==> src/rtl/sci_flag_pkg.sv <==
package sci_flag_pkg;
  localparam int FLAG_W = 9;
  localparam int STAT_W = 16;

  localparam int B_TXE = 8;
  localparam int B_TXC = 7;
  localparam int B_RXF = 6;
  localparam int B_BSY = 5;
  localparam int B_IDL = 4;
  localparam int B_OVR = 3;
  localparam int B_NSE = 2;
  localparam int B_FRM = 1;
  localparam int B_PAR = 0;

  localparam logic [FLAG_W-1:0] RST_VAL = 9'h180;
  localparam logic [FLAG_W-1:0] TX_MASK = 9'h180;
  localparam logic [FLAG_W-1:0] RX_MASK = 9'h05F;

  typedef struct packed {
    logic arm_cap;
    logic arm_rel;
    logic clr_rx_armed;
    logic clr_tx_armed;
    logic clr_rx_all;
  } acc_ctl_t;
endpackage

==> src/rtl/sci_acc_decode.sv <==
module sci_acc_decode
  import sci_flag_pkg::*;
(
  input  logic     rd_i,
  input  logic     wr_i,
  input  logic     sel_data_i,
  input  logic     long_i,
  output acc_ctl_t ctl_o
);
  logic rd_stat, rd_long, rd_data, wr_data;

  always_comb begin
    rd_stat = rd_i & ~sel_data_i & ~long_i;
    rd_long = rd_i & ~sel_data_i & long_i;
    rd_data = rd_i & sel_data_i;
    // read wins over a simultaneous write
    wr_data = wr_i & ~rd_i & sel_data_i;

    ctl_o.arm_cap      = rd_stat;
    ctl_o.arm_rel      = rd_data | wr_data | rd_long;
    ctl_o.clr_rx_armed = rd_data;
    ctl_o.clr_tx_armed = wr_data;
    ctl_o.clr_rx_all   = rd_long;
  end
endmodule

==> src/rtl/sci_flag_cell.sv <==
module sci_flag_cell #(
  parameter logic RST = 1'b0
) (
  input  logic clk_i,
  input  logic rst_ni,
  input  logic set_i,
  input  logic arm_cap_i,
  input  logic arm_rel_i,
  input  logic clr_armed_i,
  input  logic clr_all_i,
  output logic flag_o,
  output logic arm_o
);
  logic flag_q, arm_q, clr;

  assign clr = (clr_armed_i & arm_q) | clr_all_i;

  always_ff @(posedge clk_i or negedge rst_ni) begin
    if (!rst_ni) begin
      flag_q <= RST;
      arm_q  <= 1'b0;
    end else begin
      if (set_i)    flag_q <= 1'b1;
      else if (clr) flag_q <= 1'b0;
      if (arm_cap_i)      arm_q <= flag_q;
      else if (arm_rel_i) arm_q <= 1'b0;
    end
  end

  assign flag_o = flag_q;
  assign arm_o  = arm_q;

  assert_set_wins_R9: assert property (@(posedge clk_i) disable iff (!rst_ni)
    set_i |=> flag_q);
  assert_armed_clear_R4: assert property (@(posedge clk_i) disable iff (!rst_ni)
    (clr_armed_i && arm_q && !set_i) |=> !flag_q);
  assert_unarmed_hold_R6: assert property (@(posedge clk_i) disable iff (!rst_ni)
    (flag_q && !arm_q && !clr_all_i && !set_i) |=> flag_q);
endmodule

==> src/rtl/sci_flag_ctrl.sv <==
module sci_flag_ctrl
  import sci_flag_pkg::*;
#(
  parameter int STAT_WIDTH = STAT_W
) (
  input  logic                  clk_i,
  input  logic                  rst_ni,
  input  logic                  tx_empty_ev_i,
  input  logic                  tx_done_ev_i,
  input  logic                  rx_full_ev_i,
  input  logic                  rx_busy_i,
  input  logic                  idle_ev_i,
  input  logic                  noise_ev_i,
  input  logic                  frame_ev_i,
  input  logic                  parity_ev_i,
  input  logic                  rd_i,
  input  logic                  wr_i,
  input  logic                  sel_data_i,
  input  logic                  long_i,
  output logic [STAT_WIDTH-1:0] stat_o
);
  localparam int PAD_W = STAT_WIDTH - FLAG_W;

  acc_ctl_t          ctl;
  logic [FLAG_W-1:0] flags, arms, ev;
  logic              rxf_clr, ovr_ev;

  sci_acc_decode u_dec (
    .rd_i       (rd_i),
    .wr_i       (wr_i),
    .sel_data_i (sel_data_i),
    .long_i     (long_i),
    .ctl_o      (ctl)
  );

  // receive-full leaves this cycle: a later arrival is then not an overrun
  assign rxf_clr = (ctl.clr_rx_armed & arms[B_RXF]) | ctl.clr_rx_all;
  assign ovr_ev  = rx_full_ev_i & flags[B_RXF] & ~rxf_clr;

  always_comb begin
    ev        = '0;
    ev[B_TXE] = tx_empty_ev_i;
    ev[B_TXC] = tx_done_ev_i;
    ev[B_RXF] = rx_full_ev_i;
    ev[B_IDL] = idle_ev_i;
    ev[B_OVR] = ovr_ev;
    ev[B_NSE] = noise_ev_i;
    ev[B_FRM] = frame_ev_i;
    ev[B_PAR] = parity_ev_i;
  end

  for (genvar i = 0; i < FLAG_W; i++) begin : g_flag
    if (i == B_BSY) begin : g_live
      assign flags[i] = rx_busy_i;
      assign arms[i]  = 1'b0;
    end else begin : g_sticky
      sci_flag_cell #(.RST(RST_VAL[i])) u_cell (
        .clk_i       (clk_i),
        .rst_ni      (rst_ni),
        .set_i       (ev[i]),
        .arm_cap_i   (ctl.arm_cap),
        .arm_rel_i   (ctl.arm_rel),
        .clr_armed_i (TX_MASK[i] ? ctl.clr_tx_armed : ctl.clr_rx_armed),
        .clr_all_i   (RX_MASK[i] ? ctl.clr_rx_all : 1'b0),
        .flag_o      (flags[i]),
        .arm_o       (arms[i])
      );
    end
  end

  assign stat_o = {{PAD_W{1'b0}}, flags};

  assert_long_keeps_tx_R8: assert property (@(posedge clk_i) disable iff (!rst_ni)
    ctl.clr_rx_all |=> ((flags[B_TXE:B_TXC] & $past(flags[B_TXE:B_TXC])) == $past(flags[B_TXE:B_TXC])));
  assert_overrun_set_R10: assert property (@(posedge clk_i) disable iff (!rst_ni)
    (rx_full_ev_i && flags[B_RXF] && !rxf_clr) |=> flags[B_OVR]);
  assert_arm_release_R7: assert property (@(posedge clk_i) disable iff (!rst_ni)
    ctl.arm_rel |=> (arms == '0));
endmodule

==> config.mk <==
export PLATFORM = sky130hd
export DESIGN_NAME = sci_flag_ctrl
export DESIGN_NICKNAME = d
export VERILOG_FILES = /design/src/rtl/sci_flag_pkg.sv /design/src/rtl/sci_acc_decode.sv /design/src/rtl/sci_flag_cell.sv /design/src/rtl/sci_flag_ctrl.sv
export SDC_FILE = /design/constraint.sdc
export NUM_CORES = 1
export LEC_CHECK = 0
export BUFFER_PORTS_ARGS = -buffer_cell sky130_fd_sc_hd__buf_2
export CAP_MARGIN = 30
export CORE_UTILIZATION = 23
export CTS_BUF_LIST = sky130_fd_sc_hd__clkbuf_2 sky130_fd_sc_hd__clkbuf_4 sky130_fd_sc_hd__clkbuf_8
export DETAILED_ROUTE_END_ITERATION = 7
export HOLD_SLACK_MARGIN = 0.12
export PLACE_DENSITY = 0.41
export SYNTH_ARGS = -nofsm -noshare
export SYNTH_HDL_FRONTEND = slang
export SYNTH_SLANG_ARGS = --single-unit
==> constraint.sdc <==
create_clock -name clk_i -period 1.4 [get_ports clk_i]
set_input_delay 0.14 -clock clk_i [delete_from_list [all_inputs] [get_ports clk_i]]
set_output_delay 0.14 -clock clk_i [all_outputs]
set_load 0.05 [all_outputs]
==> results by group, run 1 <==
Global route
  • Largest net degree at the start of global routing: 17
  • First-pass GRT wire length: ~2400 um
  • GR Overflow Total: 0
  • Initial antenna violation count: 0
  • Gr usage total: a little under a tenth
  • Number of global-route vias before repair: 516

Timing
  • Post-layout minimum cycle time: between 1 and 1.5 ns
  • Count of pins over their slew limit: 0
  • Final Setup Violations: 0
  • Final Hold Fails: 0
  • Setup TNS: 0 ns
  • RSZ-0062 raised after global routing: no
  • Fmax: about 800 MHz
  • Worst Clk Skew: between 0.002 and 0.003 ns
  • Period utilisation layout: between 80% and 90%
  • Fin worst setup slack: 0.171 ns

Worst setup path
  • Crit path DAT: 1.09 ns
  • Crit Path Category: flop to output port
  • CP max stage delay: between 0.5 and 0.6 ns
  • Worst-path cell chain: buf_2
  • Crit-path max FO: 3
  • Worst EP required: 1.26 ns
  • Top delay family on crit path: flip-flops
  • Critical Path Source Type: flop
  • Critical path's slowest cell: dfstp_2
  • Crit. End Element: output port
  • CP bufs+invs: 1

Clock network
  • PostCTS Resize Cnt: 0
  • Max H-tree Level: 1
  • Clk pin slew, worst setup/hold paths: about 0.09 ns
  • Clock Sinks: 16
  • CTS tree: yes
  • Max Buffers Root-to-Sink: 2
  • Later-pin clock latency in the skew report: between 0.2 and 0.3 ns
  • Post-CTS Setup Bufs: 0
  • Root Buffer: clkbuf_4
  • CTS Buf Count: 3

Cells and area
  • Layout fillers: 372
  • Share of cells above drive strength 1: between 40% and 50%
  • Ant. Diodes: 0
  • Area Growth Syn to Fin: 21.1%
  • Final net count: ~100

Floorplanning
  • Die Y: 61.0 um
  • Initial Utilization: approximately a quarter
  • Total Die Area: 3720 um^2
  • Die extent in x: between 60 and 70 um
  • Site Rows: 21
  • # IOs: 30
  • Core area: between 3000 and 4000 um^2

Placement
  • Routability congestion estimate: 0.640
  • Post-Place Worst Slack: ~0.42 ns
  • Port bufs: 20

Hold path
  • HP Class: input pin to flop

Outcome
  • Status: finished clean

Routing
  • DRT Pass-1 Iters: 4
  • Via-per-instance ratio: between 3 and 4
  • Detailed Route Iter0 Violations: 9
  • Vias: between 500 and 600
  • Final antenna-violating net count: 0
  • Residual DRC: 0
  • Drt total wl: 1440 um
  • Avg WL per Cell: 10.7 um

Power
  • Cell Pwr Density: about 1100 nW/um^2
  • Worst vdd ir: roughly 0.00038 V
  • Leak: 0.424 nW

Logic synthesis
  • Synth Instances: between 60 and 70
  • Synthesis warning total: 0
  • Synth Cell Area: around 800 um^2
  • Synth area leaders: dfrtp_1 44%, buf_4 16%, a22o_2 7.5%
  • Register area share after synthesis: approximately half
  • Cell variety after synth: 17
  • Mapped Avg Cell Area: roughly 12 um^2
  • Post-synthesis sequential element count: 16
  • Dominant cell type by area after synthesis: dfrtp_1
  • Top-area cell type share of the netlist area: approximately 44%

Run
  • Max-cap violations: 0
-- worst paths after layout --
check                                                             start  slack [ns]  cells after the start                                      endpoint
max                        g_flag[7].g_sticky.u_cell.flag_o$_DFFE_PN1P_        0.17                      1                                     stat_o[7]
min                                                                rd_i        0.24                      3  g_flag[4].g_sticky.u_cell.flag_o$_DFFE_PN0P_
max reg2reg                 g_flag[6].g_sticky.u_cell.arm_o$_DFFE_PN0P_        0.45                      3  g_flag[3].g_sticky.u_cell.flag_o$_DFFE_PN0P_
min reg2reg                g_flag[1].g_sticky.u_cell.flag_o$_DFFE_PN0P_        0.50                      1  g_flag[1].g_sticky.u_cell.flag_o$_DFFE_PN0P_
max in group asynchronous                                        rst_ni        0.80                      2  g_flag[7].g_sticky.u_cell.flag_o$_DFFE_PN1P_
min in group asynchronous                                        rst_ni        0.29                      2  g_flag[3].g_sticky.u_cell.flag_o$_DFFE_PN0P_
-- power breakdown --
part	switching (mW)	total, mW	leakage (nW)	internal (mW)
clock	0.138	0.296	0.0210	0.158
combinational	0.144	0.217	0.218	0.0729
sequential	0.0219	0.516	0.185	0.494
total	0.304	1.03	0.424	0.725
-- cells by family (layout without fill, tap and decap cells) --
group                  after synthesis  in the layout  synth area share (%)
AOI/OAI and AO/OA                   23             23                  22.3
buffers and inverters               17             32                  15.9
DFF                                 16             16                  50.3
and+or+nand+nor                     11             11                  10.9
other                                1              7                 0.468
-- worst min-delay path: cells and delay by family --
family | cells | cell delay [ns]
buffers and inverters | 1 | 0.15
AO/OA/AOI/OAI | 2 | 0.21
-- through the flow --
stage	instance area [um^2]	power (mW)	cells	hold slack (ns)	util, %
global route	970	1.09	135	0.250	29.1
global placement	853	0.727	123	0.0771	25.6
detailed placement	853	0.727	123	0.0755	25.6
finish	970	1.03	135	0.243	29.1
CTS	970	1.04	135	0.241	29.1
floorplan	823	0.712	74	-0.156	-
-- layout by cell type (no fill, tap or decap), drive strengths merged --
cell type    Yosys  layout
dfrtp           14      14
nand2            2       2
and2             6       6
and3b            1       1
o21ai            6       6
buf             17      20
nor3b            1       1
nor2b            1       1
a21oi            1       1
a32o             1       1
dlygate4sd3      0       8
dfstp            2       2
a21o             7       7
conb             1       7
a22o             8       8
clkbuf           0       4
-- metal layers --
layer	wire (um)	vias to the layer above	GRT usage, %
li1	-	260	-
met1	752	251	13.2
met2	608	14	12.4
met3	65	2	3.84
met4	13	0	2.92
met5	0	-	0
-- area by class of cell --
type                            count  area, um^2  share of cell area [%]
Sequential cell                    16         403                    41.5
Multi-Input combinational cell     41         293                    30.2
Tap cell                           46        57.6                    5.94
Timing Repair Buffer               28         180                    18.6
Clock buffer                        4        36.3                    3.74
-- Yosys cell counts --
cell type,number
a21o_1,7
a21oi_2,1
a22o_1,2
a22o_2,6
a32o_1,1
and2_0,5
and2_1,1
and3b_2,1
buf_4,17
conb_1,1
dfrtp_1,14
dfstp_2,2
nand2_1,2
nor2b_4,1
nor3b_4,1
o21ai_0,5
o21ai_1,1
-- registers in the layout, indices dropped and copies added (netlist names) --
signal                         count
g_flag.g_sticky.u_cell.flag_o      8
g_flag.g_sticky.u_cell.arm_o       8
-- repair_timing --
item                                    4_1_cts  5_1_grt
hold buffers                                  8        0
endpoints found under the setup margin        0        0
endpoints found under the hold margin        23        0
(Power assumes the default switching activity.)
==> run 2, diff against run 1 <==
- CORE_MARGIN: unset -> 2
==> results by group, run 2 (synthesis results as in run 1) <==
Cells and area
  • Final net count: around 100
  • Commonest non-fill, non-tap cell in the layout: buf_2
  • Area Growth Syn to Fin: 21.1%
  • Non-Filler Instances: between 100 and 150
  • Most frequent cells in the layout: 20 x buf_2, 14 x dfrtp_1, 8 x dlygate4sd3_1
  • Final Core Density: 29.1%
  • Ant. Diodes: 0
  • Share of cells above drive strength 1: between 40 and 50%
  • Layout fillers: 347

Global route
  • GR Overflow Total: 0
  • Largest net degree at the start of global routing: 17
  • First-pass GRT wire length: about 2400 um
  • Number of global-route vias before repair: 515
  • Gr usage total: 7.72%
  • Initial antenna violation count: 0

Worst setup path
  • Crit path DAT: around 1.1 ns
  • Worst EP required: between 1 and 1.5 ns
  • Crit Path Category: flop to output port
  • Top delay family on crit path: flip-flops
  • Critical Path Source Type: flop
  • Crit-path max FO: 3
  • CP bufs+invs: 1
  • Worst-path cell chain: buf_2
  • CP max stage delay: roughly 0.56 ns
  • Critical path's slowest cell: dfstp_2
  • Crit. End Element: output port

Floorplanning
  • Initial Utilization: between 20% and 30%
  • Die Y: around 63 um
  • Total Die Area: ~4000 um^2
  • Die extent in x: 63.0 um
  • Site Rows: 21
  • Core area: roughly 3300 um^2
  • # IOs: 30

Power
  • Worst vdd ir: about 0.00064 V
  • Total chip power: ~1.0 mW
  • Leak: between 0.4 and 0.5 nW
  • Cell Pwr Density: ~1100 nW/um^2

Timing
  • Count of pins over their slew limit: 0
  • Post-layout minimum cycle time: approximately 1.2 ns
  • RSZ-0062 raised after global routing: no
  • Setup TNS: 0 ns
  • Hold WS: about 0.24 ns
  • Worst Clk Skew: slightly below 0.007 ns
  • Final Hold Fails: 0
  • Period utilisation layout: about nine tenths
  • Fmax: slightly above 800 MHz
  • Final Setup Violations: 0

Clock network
  • Clk pin slew, worst setup/hold paths: around 0.1 ns
  • Later-pin clock latency in the skew report: about 0.28 ns
  • Max H-tree Level: 1
  • Max Buffers Root-to-Sink: 2
  • Root Buffer: clkbuf_4
  • Post-CTS Setup Bufs: 0
  • CTS Buf Count: 3
  • Clock Sinks: 16
  • CTS tree: yes

Routing
  • Via-per-instance ratio: approximately 3.8
  • Final antenna-violating net count: 0
  • Vias: ~510
  • Residual DRC: 0
  • DRT Pass-1 Iters: 4
  • Detailed Route Iter0 Violations: 20
  • Avg WL per Cell: 10.6 um
  • Drt total wl: between 1000 and 1500 um

Placement
  • Post-DP HPWL: ~1100 um
  • Port bufs: 20
  • Routability congestion estimate: a little over 0.7
  • Placed cell count: 123

Hold path
  • HP Class: input pin to flop

Outcome
  • Status: finished clean

Run
  • Max-cap violations: 0
-- run 2: layout make-up --
cell class	count	area [um^2]	share of cell area, %
sequential	16	403	41.5
multi-input combinational	41	293	30.2
timing repair buffer	28	180	18.6
tap	46	57.6	5.94
clock buffer	4	36.3	3.74
-- run 2: routing by layer --
layer	global-route usage [%]	vias to the layer above	share of wire, %	routed length [um]
met1	10.1	234	48	692
met5	0	-	0	0
met3	3.78	0	6.2	88
li1	-	262	-	-
met4	1.67	0	0	0
met2	11.4	17	45	648
-- run 2: power breakdown --
part | internal [mW] | leakage (nW) | switching (mW)
combinational | 0.0730 | 0.218 | 0.145
clock | 0.158 | 0.0210 | 0.143
sequential | 0.494 | 0.185 | 0.0194
-- run 2: path summary, 6_finish.rpt --
check                                                              from                                           end  slack [ns]  cells after the start
setup reg to reg            g_flag[6].g_sticky.u_cell.arm_o$_DFFE_PN0P_  g_flag[3].g_sticky.u_cell.flag_o$_DFFE_PN0P_        0.48                      3
min in group asynchronous                                        rst_ni  g_flag[6].g_sticky.u_cell.flag_o$_DFFE_PN0P_        0.29                      2
setup / recovery           g_flag[7].g_sticky.u_cell.flag_o$_DFFE_PN1P_                                     stat_o[7]        0.17                      1
hold reg to reg             g_flag[4].g_sticky.u_cell.arm_o$_DFFE_PN0P_   g_flag[4].g_sticky.u_cell.arm_o$_DFFE_PN0P_        0.50                      1
hold / removal                                                     rd_i  g_flag[1].g_sticky.u_cell.flag_o$_DFFE_PN0P_        0.24                      3
max in group asynchronous                                        rst_ni  g_flag[8].g_sticky.u_cell.flag_o$_DFFE_PN1P_        0.79                      2
-- run 2: repair_timing --
item                                   CTS  global route
gates resized for setup                  0             0
setup endpoints to repair                0             0
hold buffers                             8             0
endpoints found under the hold margin   24             0
-- run 2: per-stage QoR --
stage	worst slack, ns	area, um^2
after floorplan	0.522	823
after global placement	0.423	853
after detailed placement	0.387	853
after CTS	0.158	970
after global routing	0.123	970
final	0.166	970
-- run 2: worst reg2reg max path, cell delays in order (launching register included) --
cell and delay (ns):
dfrtp_1 0.39, and2_0 0.13, o21ai_1 0.17, a32o_1 0.18
==> run 3, diff against run 2 <==
- CORE_UTILIZATION: 23 -> 50
- PLACE_DENSITY: 0.41 -> 0.79
==> results by group, run 3 (synthesis results as in run 1) <==
Clock network
  • Max Buffers Root-to-Sink: 2
  • Clock Sinks: 16
  • Post-CTS Setup Bufs: 0
  • Root Buffer: clkbuf_4
  • Max H-tree Level: 1
  • CTS Buf Count: 3
  • CTS tree: yes
  • Clk pin slew, worst setup/hold paths: 0.09 ns
  • PostCTS Resize Cnt: 0
  • CTS Hold Bufs: 8
  • Later-pin clock latency in the skew report: between 0.2 and 0.3 ns

Placement
  • DP Area: 816 um^2
  • Port bufs: 20
  • Post-DP HPWL: 953 um
  • Post-Place Worst Slack: ~0.41 ns
  • Routability congestion estimate: 0.801
  • Placed cell count: a little over 90

Power
  • Leak: roughly 0.42 nW
  • Cell Pwr Density: 1110 nW/um^2
  • Worst vdd ir: approximately 0.00072 V

Timing
  • Fin worst setup slack: about 0.16 ns
  • Final Hold Fails: 0
  • Worst Clk Skew: 0.00144 ns
  • Hold WS: between 0.2 and 0.25 ns
  • Final Setup Violations: 0
  • Fmax: 809 MHz
  • Post-layout minimum cycle time: 1.24 ns
  • Period utilisation layout: between 80 and 90%
  • RSZ-0062 raised after global routing: no
  • Count of pins over their slew limit: 0
  • Setup TNS: 0 ns

Routing
  • Vias: approximately 540
  • DRT Pass-1 Iters: 4
  • Avg WL per Cell: ~13 um
  • Detailed Route Iter0 Violations: 9
  • Drt total wl: 1370 um
  • Residual DRC: 0
  • Final antenna-violating net count: 0
  • Via-per-instance ratio: about 5.1

Global route
  • Number of global-route vias before repair: approximately 540
  • Largest net degree at the start of global routing: 17
  • GR Overflow Total: 0
  • Gr usage total: between 10% and 20%
  • Initial antenna violation count: 0
  • First-pass GRT wire length: between 2000 and 2500 um

Worst setup path
  • Top delay family on crit path: flip-flops
  • Reg-to-Reg Start: g_flag[6].g_sticky.u_cell.arm_o$_DFFE_PN0P_
  • Crit path to: stat_o[7]
  • Crit path DAT: approximately 1.1 ns
  • Critical Path Source Type: flop
  • Critical Path Source: g_flag[7].g_sticky.u_cell.flag_o$_DFFE_PN1P_
  • CP bufs+invs: 1
  • Crit-path max FO: 3
  • Reg2Reg Depth: 3
  • Critical path's slowest cell: dfstp_2
  • Worst EP required: about 1.3 ns
  • Crit. End Element: output port
  • FF-to-FF End: g_flag[3].g_sticky.u_cell.flag_o$_DFFE_PN0P_
  • CP max stage delay: between 0.5 and 0.6 ns
  • Worst-path cell chain: buf_2
  • Worst R2R Setup Slack: around 0.46 ns
  • Levels on crit path: 1
  • Crit Path Category: flop to output port

Floorplanning
  • Total Die Area: 1940 um^2
  • Core area: 1510 um^2
  • Initial Utilization: 53.2%
  • Site Rows: 14
  • Die Y: ~44 um
  • Die extent in x: roughly 44 um
  • # IOs: 30

Cells and area
  • Ant. Diodes: 0
  • Final net count: ~100
  • Share of cells above drive strength 1: slightly above 40%
  • Commonest non-fill, non-tap cell in the layout: buf_2
  • Non-Filler Instances: ~110
  • Area Growth Syn to Fin: 16.4%
  • Finished Cell Area: 932 um^2
  • Most frequent cells in the layout: 20 x buf_2, 14 x dfrtp_1, 8 x dlygate4sd3_1

Outcome
  • Status: finished clean

Hold path
  • Hold Path Depth: 3
  • HP Class: input pin to flop

Run
  • Max-cap violations: 0
-- run 3: power by group --
group | leakage, nW | internal (mW) | switching, mW
Clock | 0.0210 | 0.158 | 0.147
Sequential | 0.185 | 0.494 | 0.0199
Combinational | 0.218 | 0.0730 | 0.144
Total | 0.424 | 0.725 | 0.311
-- run 3: per-stage QoR --
step / util, % / power [mW]
floorplan: - / 0.712
global placement: 54.2 / 0.720
detailed placement: 54.2 / 0.724
CTS: 61.9 / 1.05
global route: 61.9 / 1.08
finish: 61.9 / 1.04
-- run 3: worst min-delay path by stage --
stage,from,endpoint,slack (ns)
finish,rd_i,g_flag[0].g_sticky.u_cell.flag_o$_DFFE_PN0P_,0.22
global placement,rst_ni,g_flag[2].g_sticky.u_cell.flag_o$_DFFE_PN0P_,0.07
floorplan,rst_ni,g_flag[0].g_sticky.u_cell.arm_o$_DFFE_PN0P_,-0.16
detailed placement,rst_ni,g_flag[2].g_sticky.u_cell.arm_o$_DFFE_PN0P_,0.07
global route,rd_i,g_flag[0].g_sticky.u_cell.flag_o$_DFFE_PN0P_,0.24
CTS,rd_i,g_flag[1].g_sticky.u_cell.flag_o$_DFFE_PN0P_,0.22
-- run 3: final cells by class --
cell class | count | area [um^2]
Fill cell | 135 | 574
Sequential cell | 16 | 403
Tap cell | 16 | 20.0
Clock buffer | 4 | 36.3
Multi-Input combinational cell | 41 | 293
Timing Repair Buffer | 28 | 180
-- run 3: metal layers --
layer  part of all wire (%)  GRT usage [%]  vias to the layer above
met5                      0              0                        -
met4                    1.2           5.45                        0
met3                    6.6           7.76                        2
met2                     45           25.3                       21
met1                     47           22.9                      257
li1                       -              -                      257
